$ cat config.mk
export PLATFORM = sky130hd
export DESIGN_NAME = uart_flow_ctrl
export DESIGN_NICKNAME = d
export VERILOG_FILES = /design/src/rtl/fc_pkg.sv /design/src/rtl/fc_cts_sync.sv /design/src/rtl/fc_tx_gate.sv /design/src/rtl/fc_thresh_sel.sv /design/src/rtl/fc_rts_ctrl.sv /design/src/rtl/uart_flow_ctrl.sv
export SDC_FILE = /design/constraint.sdc
export NUM_CORES = 1
export LEC_CHECK = 0
export BUFFER_PORTS_ARGS = -buffer_cell sky130_fd_sc_hd__buf_2
export CAP_MARGIN = 25
export CORE_MARGIN = 2
export CORE_UTILIZATION = 28
export CTS_CLUSTER_SIZE = 24
export DETAILED_ROUTE_END_ITERATION = 8
export GPL_TIMING_DRIVEN = 0
export PLACE_DENSITY = 0.61
export SLEW_MARGIN = 20
export SYNTH_ARGS = -nofsm -noshare
export SYNTH_HDL_FRONTEND = slang
export SYNTH_SLANG_ARGS = --single-unit
$ cat constraint.sdc
create_clock -name clk -period 2.5 [get_ports clk]
set_input_delay 0.25 -clock clk [delete_from_list [all_inputs] [get_ports clk]]
set_output_delay 0.25 -clock clk [all_outputs]
set_load 0.05 [all_outputs]
$ cat src/rtl/fc_pkg.sv
// Package: shared helpers for the UART flow controller.
// Assumes trigger levels of a 64-entry receive FIFO.
package fc_pkg;

    // Halt level used when both threshold fields are zero.
    function automatic int unsigned trig_level(input logic [1:0] sel);
        case (sel)
            2'd0:    return 8;
            2'd1:    return 16;
            2'd2:    return 56;
            default: return 60;
        endcase
    endfunction

endpackage

$ cat src/rtl/fc_cts_sync.sv
// fc_cts_sync: multi-stage synchroniser for the active-low CTS pin.
// Assumes STAGES >= 2; resets to the inactive (high) level.
module fc_cts_sync #(
    parameter int STAGES = 2
) (
    input  logic clk,
    input  logic rst_n,
    input  logic pin_n,
    output logic act
);
    logic [STAGES-1:0] sh;

    // Shift the raw pin through the synchroniser chain.
    always_ff @(posedge clk) begin
        if (!rst_n) sh <= '1;
        else        sh <= {sh[STAGES-2:0], pin_n};
    end

    assign act = ~sh[STAGES-1];
endmodule

$ cat src/rtl/fc_tx_gate.sv
// fc_tx_gate: decides whether the transmitter may start its next character.
// Assumes tx_busy stays high across back-to-back characters and that
// tx_stop_mid pulses for one cycle at the middle of each final stop bit.
module fc_tx_gate (
    input  logic clk,
    input  logic rst_n,
    input  logic cts_act,
    input  logic tx_busy,
    input  logic tx_stop_mid,
    input  logic auto_en,
    output logic tx_permit
);
    logic permit_q;

    // Sample CTS at mid-stop while busy, track it while idle.
    always_ff @(posedge clk) begin
        if (!rst_n)                      permit_q <= 1'b0;
        else if (!tx_busy || tx_stop_mid) permit_q <= cts_act;
    end

    assign tx_permit = ~auto_en | permit_q;
endmodule

$ cat src/rtl/fc_thresh_sel.sv
// fc_thresh_sel: forms the halt and resume levels from the threshold
// fields, falling back to the trigger level when both fields are zero.
// Assumes (FLD_W + STEP_LOG2) <= LVL_W.
module fc_thresh_sel
    import fc_pkg::*;
#(
    parameter int LVL_W     = 7,
    parameter int FLD_W     = 4,
    parameter int STEP_LOG2 = 2
) (
    input  logic [FLD_W-1:0] halt_fld,
    input  logic [FLD_W-1:0] resume_fld,
    input  logic [1:0]       trig_sel,
    output logic [LVL_W-1:0] halt_lvl,
    output logic [LVL_W-1:0] resume_lvl
);
    logic             use_trig;
    logic [LVL_W-1:0] trig_lvl;

    // Pick programmed or trigger-derived thresholds.
    always_comb begin
        use_trig = (halt_fld == '0) && (resume_fld == '0);
        trig_lvl = LVL_W'(trig_level(trig_sel));
        if (use_trig) begin
            halt_lvl   = trig_lvl;
            resume_lvl = trig_lvl >> 1;
        end else begin
            halt_lvl   = LVL_W'(halt_fld)   << STEP_LOG2;
            resume_lvl = LVL_W'(resume_fld) << STEP_LOG2;
        end
    end
endmodule

$ cat src/rtl/fc_rts_ctrl.sv
// fc_rts_ctrl: hysteresis RTS driver from the receive FIFO level.
// Assumes halt_lvl > resume_lvl; if not, halting takes priority.
module fc_rts_ctrl #(
    parameter int LVL_W = 7
) (
    input  logic             clk,
    input  logic             rst_n,
    input  logic             auto_en,
    input  logic             manual_rts,
    input  logic [LVL_W-1:0] level,
    input  logic [LVL_W-1:0] halt_lvl,
    input  logic [LVL_W-1:0] resume_lvl,
    output logic             rts_n
);
    logic halted_q;

    // Update the halted state with hysteresis; clear it in manual mode.
    always_ff @(posedge clk) begin
        if (!rst_n || !auto_en)        halted_q <= 1'b0;
        else if (level >= halt_lvl)    halted_q <= 1'b1;
        else if (level <= resume_lvl)  halted_q <= 1'b0;
    end

    assign rts_n = auto_en ? halted_q : ~manual_rts;
endmodule

$ cat src/rtl/uart_flow_ctrl.sv
// uart_flow_ctrl: automatic RTS/CTS flow control for one UART channel.
// Assumes rx_level never exceeds the FIFO depth and the CTS pin is
// asynchronous to clk.
module uart_flow_ctrl #(
    parameter int LVL_W       = 7,
    parameter int FLD_W       = 4,
    parameter int STEP_LOG2   = 2,
    parameter int SYNC_STAGES = 2
) (
    input  logic             clk,
    input  logic             rst_n,
    input  logic             cts_n_pin,
    output logic             rts_n_pin,
    input  logic             auto_cts_en,
    input  logic             auto_rts_en,
    input  logic             manual_rts,
    input  logic             tx_busy,
    input  logic             tx_stop_mid,
    output logic             tx_permit,
    input  logic [LVL_W-1:0] rx_level,
    input  logic [FLD_W-1:0] halt_fld,
    input  logic [FLD_W-1:0] resume_fld,
    input  logic [1:0]       trig_sel
);
    logic             cts_act;
    logic [LVL_W-1:0] halt_lvl;
    logic [LVL_W-1:0] resume_lvl;

    fc_cts_sync #(.STAGES(SYNC_STAGES)) sync_i (
        .clk(clk), .rst_n(rst_n), .pin_n(cts_n_pin), .act(cts_act)
    );

    fc_tx_gate gate_i (
        .clk(clk), .rst_n(rst_n), .cts_act(cts_act), .tx_busy(tx_busy),
        .tx_stop_mid(tx_stop_mid), .auto_en(auto_cts_en), .tx_permit(tx_permit)
    );

    fc_thresh_sel #(.LVL_W(LVL_W), .FLD_W(FLD_W), .STEP_LOG2(STEP_LOG2)) thr_i (
        .halt_fld(halt_fld), .resume_fld(resume_fld), .trig_sel(trig_sel),
        .halt_lvl(halt_lvl), .resume_lvl(resume_lvl)
    );

    fc_rts_ctrl #(.LVL_W(LVL_W)) rts_i (
        .clk(clk), .rst_n(rst_n), .auto_en(auto_rts_en), .manual_rts(manual_rts),
        .level(rx_level), .halt_lvl(halt_lvl), .resume_lvl(resume_lvl),
        .rts_n(rts_n_pin)
    );
endmodule

==> results.rst <==
.. list-table::
   :header-rows: 1

   * - Metric
     - Value
   * - Number of clock buffers inserted by TritonCTS
     - 3
   * - Total core area
     - 1490 um2
   * - Arrival time worst endpoint
     - 2.33 ns
   * - Clock input transition at the sequential cells of the worst setup and hold paths
     - 0.04 ns
   * - Via count normalized by instance count
     - 4.81
   * - # clock sinks
     - 4
   * - Placer's final routability congestion estimate
     - 0.713
   * - Count of instances resized after the clock tree is built
     - 0
   * - Setup CP Type
     - in -> reg
   * - Lkg Pwr
     - 0.339 nW
   * - Row Count
     - 14
   * - Largest net degree at the start of global routing
     - 5
   * - Final core utilization
     - 41.4%
   * - Highest-count cells in the layout ignoring fill and taps
     - 26 x sky130_fd_sc_hd__buf_2, 9 x sky130_fd_sc_hd__ha_1, 7 x sky130_fd_sc_hd__nor2_1
   * - Total number of yosys warnings
     - 0
   * - PortBufs
     - 26
   * - Count of pins on the block boundary
     - 27
   * - Netlist area before placement
     - 444 um2
   * - Fin Hold WS
     - 0.209 ns
   * - Total of hold buffers inserted after clock tree synthesis
     - 0
   * - Final HPWL DP
     - 924 um
   * - Nature of the critical path startpoint
     - input pin
   * - Filler cell count
     - 158
   * - #FFs+latches synth
     - 4
   * - Outcome
     - complete, no violations
   * - Clock latency of the later-clocked register in the worst-skew pair
     - 0.23 ns
   * - Distinct cell type count after synthesis
     - 27
   * - Pre-antenna DRT Iters
     - 2
   * - Sequential element share of the synthesized area
     - 18.0%
   * - Final-layout setup total negative slack
     - 0 ns
   * - Post-layout total power
     - 220 uW
   * - DRC violations left
     - 0
   * - Depth of the CTS H-tree
     - 1
   * - Number of antenna violations at the first check in global routing
     - 0
   * - Path class of the lowest-slack min-delay path
     - in -> reg
   * - Global-route usage over all layers
     - 11.7%
   * - Nets in the synthesized netlist
     - 88
   * - Wirelength, routed
     - 1030 um
   * - Cell area after layout
     - 617 um2
   * - Mean Syn Cell Area
     - 8.23 um2
   * - Max-cap check violation count
     - 0
   * - Required time of the critical path
     - 2.62 ns
   * - Post-CTS setup buffer count
     - 0
   * - Worst slew pin tran
     - 0.238 ns
   * - Clock buffer depth
     - 2
   * - Effective utilization at floorplan
     - 29.8%
   * - Nets
     - 119
   * - Die height
     - 43.8 um
   * - Growth of design area from synthesis to finish
     - 38.9%
   * - Rel. slew slack
     - 84.0%
   * - Synthesized instance count
     - 54
   * - Mean routed wirelength per cell
     - 10.4 um
   * - Die area
     - 1920 um2
   * - Die Wd
     - 43.8 um
   * - Maximum resistive drop on vdd
     - 0.143 mV
   * - Antenna viol nets, final
     - 0
   * - Share of the clock period used by the worst path after layout
     - 88.6%
   * - Setup crit end kind
     - register
   * - Final count of pins violating max slew
     - 0
   * - Power density over cell area
     - 357 nW/um2
   * - Library cell used as clock root buffer
     - sky130_fd_sc_hd__clkbuf_4
   * - Hold Vio Cnt, Final
     - 0
   * - RSZ-0062 raised after global routing
     - false
   * - Initial detailed-routing violation count
     - 6
   * - Global-route congestion overflow total
     - 0
   * - Highest attainable clock frequency
     - 452 MHz
   * - Leading cell type in the layout, fill and taps excluded
     - sky130_fd_sc_hd__buf_2
   * - Placed inst area
     - 594 um2
   * - Fraction of final layout cells sized beyond drive strength 1
     - 39.8%
   * - Wire length of the first global-routing pass
     - 1690 um
   * - Min cycle time layout
     - 2.21 ns
   * - Clock tree from TritonCTS
     - built
   * - Routed via count
     - 476
   * - Maximum clock skew at final layout
     - 0.00217 ns
   * - Vias in the first global route
     - 461
   * - Max Fanout on Critical Path
     - 3
   * - Final setup violation count
     - 0
   * - Inserted Diodes
     - 0
Yosys cell counts:
library cell	number	share of area, %
sky130_fd_sc_hd__and3_4	1	2.5
sky130_fd_sc_hd__a31oi_1	1	1.4
sky130_fd_sc_hd__o311a_1	1	2.3
sky130_fd_sc_hd__a21oi_1	1	1.1
sky130_fd_sc_hd__nor2_1	7	5.9
sky130_fd_sc_hd__a211oi_1	1	1.7
sky130_fd_sc_hd__or4_4	1	2.5
sky130_fd_sc_hd__or4_1	1	1.7
sky130_fd_sc_hd__o31ai_1	1	1.7
sky130_fd_sc_hd__or2_1	1	1.4
sky130_fd_sc_hd__nand2b_1	4	5.6
sky130_fd_sc_hd__nand4b_1	1	2.0
sky130_fd_sc_hd__nor3_1	1	1.1
sky130_fd_sc_hd__nor2_2	1	1.4
sky130_fd_sc_hd__a21o_1	1	1.7
sky130_fd_sc_hd__a211o_1	1	2.0
sky130_fd_sc_hd__inv_1	4	3.4
sky130_fd_sc_hd__nand2_1	3	2.5
sky130_fd_sc_hd__mux2i_1	1	2.3
sky130_fd_sc_hd__dfxtp_1	4	18
sky130_fd_sc_hd__ha_1	9	25
sky130_fd_sc_hd__and2_2	1	1.7
sky130_fd_sc_hd__o21a_1	1	1.7
sky130_fd_sc_hd__nor2b_1	2	2.8
sky130_fd_sc_hd__o211a_1	1	2.3
sky130_fd_sc_hd__o21bai_1	1	1.7
sky130_fd_sc_hd__nand3_1	2	2.3
critical path, cell delays in order:
cell	delay, ns
sky130_fd_sc_hd__buf_2	0.10
sky130_fd_sc_hd__or4_1	0.56
sky130_fd_sc_hd__nor2_2	0.14
sky130_fd_sc_hd__o21a_1	0.15
sky130_fd_sc_hd__nor2_1	0.05
sky130_fd_sc_hd__ha_1	0.28
sky130_fd_sc_hd__a21o_1	0.18
sky130_fd_sc_hd__a211o_1	0.29
sky130_fd_sc_hd__o311a_1	0.32
registers in the layout, summed over array words and instances, names as in the netlist:
register and flops:
gate_i.permit_q 1, rts_i.halted_q 1, sync_i.sh 2
power breakdown:
part	internal, mW	total [mW]	switching [mW]
combinational	0.0354	0.0740	0.0385
clock	0.0535	0.0775	0.0240
sequential	0.0676	0.0688	0.00112
worst paths after layout:
kind                            slack (ns)                           to  depth (start not counted)                   startpoint
worst max-delay path                  0.29  rts_i.halted_q$_SDFFE_PP0P_                          9                resume_fld[3]
worst max register to register        1.63  rts_i.halted_q$_SDFFE_PP0P_                          3  rts_i.halted_q$_SDFFE_PP0P_
worst min-delay path                  0.21      sync_i.sh[0]$_SDFF_PN1_                          2                    cts_n_pin
worst min register to register        0.40      sync_i.sh[1]$_SDFF_PN1_                          1      sync_i.sh[0]$_SDFF_PN1_
final cells by class:
type,instances,area (um2),area share (%)
clock buffers,3,22.5,3.65
flip-flops and latches,4,80.1,13.0
well taps,16,20.0,3.25
multi-input cells,46,349,56.6
inverters,4,15.0,2.43
repair buffers,26,130,21.1
logic make-up after synthesis:
kind of cell             synth area share (%)
AND/OR/NAND/NOR                          33.5
multiplexers                             2.25
AO/OA/AOI/OAI                            17.5
buffers and inverters                    3.38
adder cells (fa/ha/maj)                  25.4
flip-flops                               18.0
per-stage QoR:
| stage | cells | worst slack [ns] |
|---|---|---|
| after floorplan | 54 | 0.254 |
| after global placement | 96 | 0.0562 |
| after detailed placement | 96 | 0.0441 |
| after CTS | 99 | 0.283 |
| after global routing | 99 | 0.176 |
| final | 99 | 0.286 |
layer usage:
layer	global-route usage, %	vias up	wire length [um]
li1	-	257	-
met4	7.27	0	0
met1	13.4	200	441
met3	0.833	0	89
met5	0	-	0
met2	20.6	19	496
Note: power is estimated with default switching activity, not from simulation.
